File: src/rtl/ldma_pkg.sv
package ldma_pkg;

  typedef enum logic [2:0] {
    ST_IDLE,
    ST_FETCH,
    ST_DECODE,
    ST_READ,
    ST_WRITE,
    ST_NEXT
  } ldma_state_e;

  // command word field positions
  localparam int CMD_LINK  = 0;
  localparam int CMD_IRQEN = 1;
  localparam int CMD_USZ   = 8;
  localparam int CMD_TINC  = 22;
  localparam int CMD_SINC  = 23;

  // status word bit positions
  localparam int STB_EN   = 0;
  localparam int STB_HALT = 2;
  localparam int STB_TERM = 3;
  localparam int STB_AERR = 4;

  // register selects
  localparam logic [1:0] RA_BASE = 2'd0;
  localparam logic [1:0] RA_STAT = 2'd1;
  localparam logic [1:0] RA_CNT  = 2'd2;
  localparam logic [1:0] RA_BELL = 2'd3;

endpackage

File: src/rtl/ldma_unit_dec.sv
module ldma_unit_dec #(
  parameter int STEP_W = 8
) (
  input  logic [2:0]        code,
  output logic [STEP_W-1:0] step,
  output logic              bad
);
  always_comb begin
    bad  = 1'b0;
    step = '0;
    case (code)
      3'd0:    step = STEP_W'(4);
      3'd1:    step = STEP_W'(1);
      3'd2:    step = STEP_W'(2);
      3'd3:    step = STEP_W'(16);
      3'd4:    step = STEP_W'(32);
      3'd5:    step = STEP_W'(64);
      3'd6:    step = STEP_W'(128);
      default: bad  = 1'b1;
    endcase
  end
endmodule

File: src/rtl/ldma_regs.sv
module ldma_regs
  import ldma_pkg::*;
#(
  parameter int AW = 32,
  parameter int DW = 32,
  parameter int CW = 24
) (
  input  logic          clk,
  input  logic          rst,
  input  logic          reg_we,
  input  logic [1:0]    reg_addr,
  input  logic [DW-1:0] reg_wdata,
  input  logic [DW-1:0] stat_word,
  input  logic [CW-1:0] live_cnt,
  output logic [DW-1:0] reg_rdata,
  output logic [AW-1:0] desc_base,
  output logic          bell,
  output logic          stat_wr,
  output logic          stat_en,
  output logic          cnt_wr,
  output logic [CW-1:0] cnt_val
);
  assign bell    = reg_we && (reg_addr == RA_BELL);
  assign stat_wr = reg_we && (reg_addr == RA_STAT);
  assign cnt_wr  = reg_we && (reg_addr == RA_CNT);
  assign stat_en = reg_wdata[STB_EN];
  assign cnt_val = reg_wdata[CW-1:0];

  always_ff @(posedge clk) begin
    if (rst) begin
      desc_base <= '0;
      reg_rdata <= '0;
    end else begin
      if (reg_we && (reg_addr == RA_BASE)) desc_base <= reg_wdata[AW-1:0];
      case (reg_addr)
        RA_BASE: reg_rdata <= DW'(desc_base);
        RA_STAT: reg_rdata <= stat_word;
        RA_CNT:  reg_rdata <= DW'(live_cnt);
        default: reg_rdata <= '0;
      endcase
    end
  end
endmodule

File: src/rtl/ldma_engine.sv
module ldma_engine
  import ldma_pkg::*;
#(
  parameter int AW = 32,
  parameter int DW = 32,
  parameter int CW = 24
) (
  input  logic          clk,
  input  logic          rst,
  input  logic          bell,
  input  logic          stat_wr,
  input  logic          stat_en,
  input  logic          cnt_wr,
  input  logic [CW-1:0] cnt_val,
  input  logic [AW-1:0] desc_base,
  output logic          mem_req,
  output logic          mem_we,
  output logic [AW-1:0] mem_addr,
  output logic [DW-1:0] mem_wdata,
  input  logic          mem_gnt,
  input  logic          mem_err,
  input  logic [DW-1:0] mem_rdata,
  output logic [DW-1:0] stat_word,
  output logic [CW-1:0] live_cnt,
  output logic          irq
);
  localparam int OW         = DW - CW;
  localparam int STEP_W     = 8;
  localparam int WORD_BYTES = DW / 8;
  localparam int LINK_SHIFT = 4;

  ldma_state_e    state_q;
  logic [1:0]     widx_q;
  logic           link_q, irqen_q, sinc_q, tinc_q;
  logic [2:0]     usz_q;
  logic [AW-1:0]  src_q, dst_q;
  logic [OW-1:0]  off_q;
  logic           en_q, halt_q, term_q, aerr_q;

  logic [STEP_W-1:0] step;
  logic              usz_bad;
  logic [AW-1:0]     src_nx, dst_nx, link_addr;
  logic              accept;

  ldma_unit_dec #(.STEP_W(STEP_W)) u_dec (
    .code (usz_q),
    .step (step),
    .bad  (usz_bad)
  );

  assign accept    = mem_req && mem_gnt;
  assign src_nx    = sinc_q ? src_q + AW'(step) : src_q;
  assign dst_nx    = tinc_q ? dst_q + AW'(step) : dst_q;
  assign link_addr = desc_base + (AW'(off_q) << LINK_SHIFT);

  always_comb begin
    stat_word           = '0;
    stat_word[STB_EN]   = en_q;
    stat_word[STB_HALT] = halt_q;
    stat_word[STB_TERM] = term_q;
    stat_word[STB_AERR] = aerr_q;
  end

  always_ff @(posedge clk) begin
    if (rst) begin
      state_q   <= ST_IDLE;
      widx_q    <= '0;
      link_q    <= 1'b0;
      irqen_q   <= 1'b0;
      sinc_q    <= 1'b0;
      tinc_q    <= 1'b0;
      usz_q     <= '0;
      src_q     <= '0;
      dst_q     <= '0;
      off_q     <= '0;
      live_cnt  <= '0;
      en_q      <= 1'b0;
      halt_q    <= 1'b0;
      term_q    <= 1'b0;
      aerr_q    <= 1'b0;
      irq       <= 1'b0;
      mem_req   <= 1'b0;
      mem_we    <= 1'b0;
      mem_addr  <= '0;
      mem_wdata <= '0;
    end else if (stat_wr) begin
      en_q   <= stat_en;
      halt_q <= 1'b0;
      term_q <= 1'b0;
      aerr_q <= 1'b0;
      irq    <= 1'b0;
      if (!stat_en) begin
        state_q <= ST_IDLE;
        mem_req <= 1'b0;
        mem_we  <= 1'b0;
      end
    end else begin
      if (cnt_wr && state_q == ST_IDLE) live_cnt <= cnt_val;
      case (state_q)
        ST_IDLE: begin
          if (bell && en_q) begin
            mem_req  <= 1'b1;
            mem_we   <= 1'b0;
            mem_addr <= desc_base;
            widx_q   <= '0;
            state_q  <= ST_FETCH;
          end
        end
        ST_FETCH: begin
          if (accept) begin
            if (mem_err) begin
              aerr_q <= 1'b1; halt_q <= 1'b1; en_q <= 1'b0;
              mem_req <= 1'b0; mem_we <= 1'b0; state_q <= ST_IDLE;
            end else begin
              case (widx_q)
                2'd0: begin
                  link_q  <= mem_rdata[CMD_LINK];
                  irqen_q <= mem_rdata[CMD_IRQEN];
                  usz_q   <= mem_rdata[CMD_USZ +: 3];
                  tinc_q  <= mem_rdata[CMD_TINC];
                  sinc_q  <= mem_rdata[CMD_SINC];
                end
                2'd1: src_q <= mem_rdata[AW-1:0];
                2'd2: dst_q <= mem_rdata[AW-1:0];
                default: begin
                  live_cnt <= mem_rdata[CW-1:0];
                  off_q    <= mem_rdata[DW-1:CW];
                end
              endcase
              if (widx_q == 2'd3) begin
                mem_req <= 1'b0;
                state_q <= ST_DECODE;
              end else begin
                widx_q   <= widx_q + 2'd1;
                mem_addr <= mem_addr + AW'(WORD_BYTES);
              end
            end
          end
        end
        ST_DECODE: begin
          if (usz_bad) begin
            aerr_q <= 1'b1; halt_q <= 1'b1; en_q <= 1'b0;
            mem_req <= 1'b0; mem_we <= 1'b0; state_q <= ST_IDLE;
          end else if (live_cnt == '0) begin
            state_q <= ST_NEXT;
          end else begin
            mem_req  <= 1'b1;
            mem_we   <= 1'b0;
            mem_addr <= src_q;
            state_q  <= ST_READ;
          end
        end
        ST_READ: begin
          if (accept) begin
            if (mem_err) begin
              aerr_q <= 1'b1; halt_q <= 1'b1; en_q <= 1'b0;
              mem_req <= 1'b0; mem_we <= 1'b0; state_q <= ST_IDLE;
            end else begin
              mem_we    <= 1'b1;
              mem_addr  <= dst_q;
              mem_wdata <= mem_rdata;
              state_q   <= ST_WRITE;
            end
          end
        end
        ST_WRITE: begin
          if (accept) begin
            if (mem_err) begin
              aerr_q <= 1'b1; halt_q <= 1'b1; en_q <= 1'b0;
              mem_req <= 1'b0; mem_we <= 1'b0; state_q <= ST_IDLE;
            end else begin
              live_cnt <= live_cnt - CW'(1);
              src_q    <= src_nx;
              dst_q    <= dst_nx;
              mem_we   <= 1'b0;
              if (live_cnt == CW'(1)) begin
                mem_req <= 1'b0;
                state_q <= ST_NEXT;
              end else begin
                mem_addr <= src_nx;
                state_q  <= ST_READ;
              end
            end
          end
        end
        ST_NEXT: begin
          if (link_q) begin
            mem_req  <= 1'b1;
            mem_we   <= 1'b0;
            mem_addr <= link_addr;
            widx_q   <= '0;
            state_q  <= ST_FETCH;
          end else begin
            term_q  <= 1'b1;
            en_q    <= 1'b0;
            irq     <= irq | irqen_q;
            state_q <= ST_IDLE;
          end
        end
        default: state_q <= ST_IDLE;
      endcase
    end
  end
endmodule

File: src/rtl/ldma_channel.sv
module ldma_channel #(
  parameter int AW = 32,
  parameter int DW = 32,
  parameter int CW = 24
) (
  input  logic          clk,
  input  logic          rst,
  input  logic          reg_we,
  input  logic [1:0]    reg_addr,
  input  logic [DW-1:0] reg_wdata,
  output logic [DW-1:0] reg_rdata,
  output logic          mem_req,
  output logic          mem_we,
  output logic [AW-1:0] mem_addr,
  output logic [DW-1:0] mem_wdata,
  input  logic          mem_gnt,
  input  logic          mem_err,
  input  logic [DW-1:0] mem_rdata,
  output logic          irq
);
  logic [DW-1:0] stat_word;
  logic [CW-1:0] live_cnt;
  logic [AW-1:0] desc_base;
  logic          bell, stat_wr, stat_en, cnt_wr;
  logic [CW-1:0] cnt_val;

  ldma_regs #(.AW(AW), .DW(DW), .CW(CW)) u_regs (
    .clk       (clk),
    .rst       (rst),
    .reg_we    (reg_we),
    .reg_addr  (reg_addr),
    .reg_wdata (reg_wdata),
    .stat_word (stat_word),
    .live_cnt  (live_cnt),
    .reg_rdata (reg_rdata),
    .desc_base (desc_base),
    .bell      (bell),
    .stat_wr   (stat_wr),
    .stat_en   (stat_en),
    .cnt_wr    (cnt_wr),
    .cnt_val   (cnt_val)
  );

  ldma_engine #(.AW(AW), .DW(DW), .CW(CW)) u_eng (
    .clk       (clk),
    .rst       (rst),
    .bell      (bell),
    .stat_wr   (stat_wr),
    .stat_en   (stat_en),
    .cnt_wr    (cnt_wr),
    .cnt_val   (cnt_val),
    .desc_base (desc_base),
    .mem_req   (mem_req),
    .mem_we    (mem_we),
    .mem_addr  (mem_addr),
    .mem_wdata (mem_wdata),
    .mem_gnt   (mem_gnt),
    .mem_err   (mem_err),
    .mem_rdata (mem_rdata),
    .stat_word (stat_word),
    .live_cnt  (live_cnt),
    .irq       (irq)
  );
endmodule

File: config.mk
export PLATFORM = sky130hd
export DESIGN_NAME = ldma_channel
export DESIGN_NICKNAME = d
export VERILOG_FILES = /design/src/rtl/ldma_pkg.sv /design/src/rtl/ldma_unit_dec.sv /design/src/rtl/ldma_regs.sv /design/src/rtl/ldma_engine.sv /design/src/rtl/ldma_channel.sv
export SDC_FILE = /design/constraint.sdc
export NUM_CORES = 1
export LEC_CHECK = 0
export BUFFER_PORTS_ARGS = -buffer_cell sky130_fd_sc_hd__buf_2
export CAP_MARGIN = 20
export CELL_PAD_IN_SITES_DETAIL_PLACEMENT = 2
export CELL_PAD_IN_SITES_GLOBAL_PLACEMENT = 2
export CORE_UTILIZATION = 25
export DETAILED_ROUTE_END_ITERATION = 7
export PLACE_DENSITY_LB_ADDON = 0.08
export SLEW_MARGIN = 20
export SYNTH_ARGS = -nofsm -noshare
export SYNTH_HDL_FRONTEND = slang
export SYNTH_SLANG_ARGS = --single-unit
File: constraint.sdc
create_clock -name clk -period 3 [get_ports clk]
set_input_delay 0.3 -clock clk [delete_from_list [all_inputs] [get_ports clk]]
set_output_delay 0.3 -clock clk [all_outputs]
set_load 0.1 [all_outputs]
==> results.md <==
* Outcome: finished with violations
* Failing checks: negative setup slack
* Most frequent cells in the layout: nand2_1, nor2_1, buf_4
* All-Layer GR Usage at 0.272
* Max_slew headroom at 0.374
* Die Ht at 244 µm
* CP Data Required Time at 3.44 ns
* Comb power frac at 0.214
* Iter 0 DRT Violations at ~1000
* WHS Path Cells at 3
* First-pass detailed-route iteration total at 5
* WP data arrival at around 3.6 ns
* Inserted Clock Buffers at 35
* Final period util at 1.04
* Sequential area share after synthesis at 0.330
* Max Freq at approximately 320 MHz
* Core area at a little under 60000 µm²
* # placed instances at 3026
* Crit start category: register
* Root buf cell: clkbuf_16
* CTS Buffer Depth at 3
* CTS Sinks at 242
* Max H-tree Level at 2
* WL final at 83200 µm
* CP bufs+invs at 4
* Max stage delay on crit path at a little over 0.4 ns
* Setup violators final at 13
* Slack of the critical path at -0.112 ns
* Top cell type by total area after synthesis: dfxtp_1
* Yosys warns at 0
* Dominant delay contributor by cell family on the critical path: compound AO/OA/AOI/OAI gates
* P_sw at approximately 3.2 mW
* Synthesized Nets at approximately 2100
* Final Core Density at 0.346
* Sw frac at 0.333
* Pleak at roughly 7.8 nW
* Per-cell routed wire length at 26.6 µm
* GPL Wtd Cong at between 0.8 and 0.9
* EDFF count, synth at 0
* Internal power at 6.45 mW
* Clk slew on worst S/H paths at around 0.060 ns
* Rows at slightly below 90
* Reg2Reg Depth at 14
* Worst slew pin tran at 0.939 ns
* Distinct cells, synth at between 70 and 80
* IR drop worst, VDD at between 0.4 and 0.5 mV
* Flops & latches, synth at between 200 and 250
* I/O Pins at 170
* CTS tree: built
* P per Cell Area at around 480 nW/µm²
* Setup CP Type: register to register
* Setup TNS at -0.756 ns
* Via count at approximately 17000
* IO buf count at ~170
* Global route total overflow at 0
* Crit end category: register
* Crit path cell chain: buf_4, nand2_1, inv_2, fa_2, a211oi_4, o21ai_2, a311oi_2, buf_12, nor3_4, buf_6, nand3_4, xor2_4, o221ai_2, o21a_1
* Largest net degree at the start of global routing at ~140
* Share of total power in sequential cells at 0.352
* Synth area leaders: dfxtp_1, nand2_1, a21oi_1
* Starting Density at 0.254
* Endpoints failing hold at 0
* Max-cap viol count at 0
* Detail Placement HPWL at roughly 60000 µm
* Post-synth top area share at 0.330
* Fin crit period at ~3.1 ns
* Number of global-route vias before repair at about 18000
* Die Wd at about 240 µm
* Vias per inst at about 5.5
* Slowest-stage cell, CP: fa_2
* Top FF cell, synth: dfxtp_1
* Initial antenna violation count at 2
* First-pass GRT wire length at ~120000 µm
* Total Nets Final at ~2400
* Gate count after technology mapping at between 2000 and 2500
* Most common cell after layout, fill and taps aside: nand2_1
* Worst min path class: primary input to register
* Fin. max-slew vios at 0
* Clk pwr share at 0.434
* Syn-to-layout area delta at 36.4%
* Fin cells at roughly 3100
* Syn_area_per_cell at approximately 7.3 µm²
* Clock Latency Late Sink at about 0.55 ns
* Share of cells above drive strength 1 at 0.256
* Drc violations at 0
* Worst Path Max Fanout at 6
* RSZ-0062 raised after global routing: yes
* Synth async-reset ratio at 0
* Final ANT Viol Nets at 0
* Synthesized area at between 10000 and 15000 µm²
* DIE AREA at approximately 60000 µm²
* Cell depth of the worst setup path at 14
* Final clock skew at approximately 0.0088 ns
-- worst paths after layout --
path	startpoint	end	slack, ns
worst max-delay path	u_eng.usz_q[1]	u_eng.mem_addr[22]	-0.11
worst min-delay path	reg_wdata[8]	u_eng.live_cnt[8]	0.03
worst max register to register	u_eng.usz_q[1]	u_eng.mem_addr[22]	-0.11
worst min register to register	u_eng.mem_wdata[19]	u_eng.mem_wdata[19]	0.46
-- Yosys cell counts (27+ instances only) --
library cell,count
a211oi_1,46
xnor2_1,48
mux2i_1,49
nor3_1,57
dfxtp_1,242
a22oi_1,33
nand3_1,62
xor2_1,35
nor2_1,248
ha_1,27
clkbuf_1,131
o21ai_0,105
a21oi_1,212
nand2_1,308
-- cells by family after synthesis --
logic type | Yosys count | share of synthesized area
simple gates | 842 | 0.260
mux | 50 | 0.0341
buf+inv | 173 | 0.0467
fa+ha+maj | 31 | 0.0278
compound gates | 588 | 0.252
xor+xnor | 83 | 0.0495
flops | 242 | 0.330
-- timing repair --
action | CTS | global route
hold buffers | 19 | 0
endpoints found under the hold margin | 19 | 0
endpoints found under the setup margin | 65 | 65
setup buffers | 12 | 14
gates cloned | 1 | 0
pin swaps | 43 | 44
resized for setup | 94 | 51
-- area by class of cell --
class,count,area (µm²)
clock inverters,12,153
fillers,6765,37900
well taps,765,957
clock buffers,46,957
multi-input cells,1594,9880
diodes,1,2.50
inverters,21,78.8
repair buffers,448,3160
flip-flops and latches,242,4860
-- power groups by stage --
stage                     combinational [mW]  clock (mW)  sequential (mW)
after floorplan                        0.735           0             3.86
after global placement                  1.95           0             3.47
after detailed placement                1.98           0             3.47
after CTS                               2.06        4.31             3.40
after global routing                    2.19        4.43             3.41
final                                   2.07        4.20             3.40
-- metrics by stage --
step	setup slack [ns]	power, mW	cell area [µm²]	hold WS [ns]
2_1_floorplan	-0.124	4.59	14700	0.436
3_3_place_gp	-0.292	5.42	17800	0.439
3_5_place_dp	-0.495	5.46	17800	0.448
4_1_cts	-0.114	9.78	19700	0.00180
5_1_grt	-0.232	10.0	20000	0.0179
6_report	-0.112	9.67	20000	0.0262
-- worst register-to-register path: stages (launching register included) --
cell,delay [ns]
dfxtp_4,0.36
buf_4,0.13
nand2_1,0.10
inv_2,0.09
fa_2,0.41
a211oi_4,0.37
o21ai_2,0.13
a311oi_2,0.35
buf_12,0.17
nor3_4,0.05
buf_6,0.17
nand3_4,0.10
xor2_4,0.20
o221ai_2,0.17
o21a_1,0.23
-- sequential cells by signal, indices dropped and copies added, names as in the netlist, 2 cells and up --
name and count:
u_regs.reg_rdata 32, u_eng.dst_q 32, u_eng.usz_q 3, u_eng.live_cnt 24
u_regs.desc_base 32, u_eng.state_q 3, u_eng.mem_wdata 32, u_eng.src_q 32
u_eng.mem_addr 32, u_eng.off_q 8, u_eng.widx_q 2
-- layer usage --
metal | up-vias | GRT usage | share of wire
li1 | 7923 | - | -
met5 | - | 0 | 0
met4 | 0 | 0.124 | 0.047
met2 | 395 | 0.447 | 0.47
met3 | 123 | 0.0346 | 0.041
met1 | 8844 | 0.354 | 0.45
(Power assumes the default switching activity.)
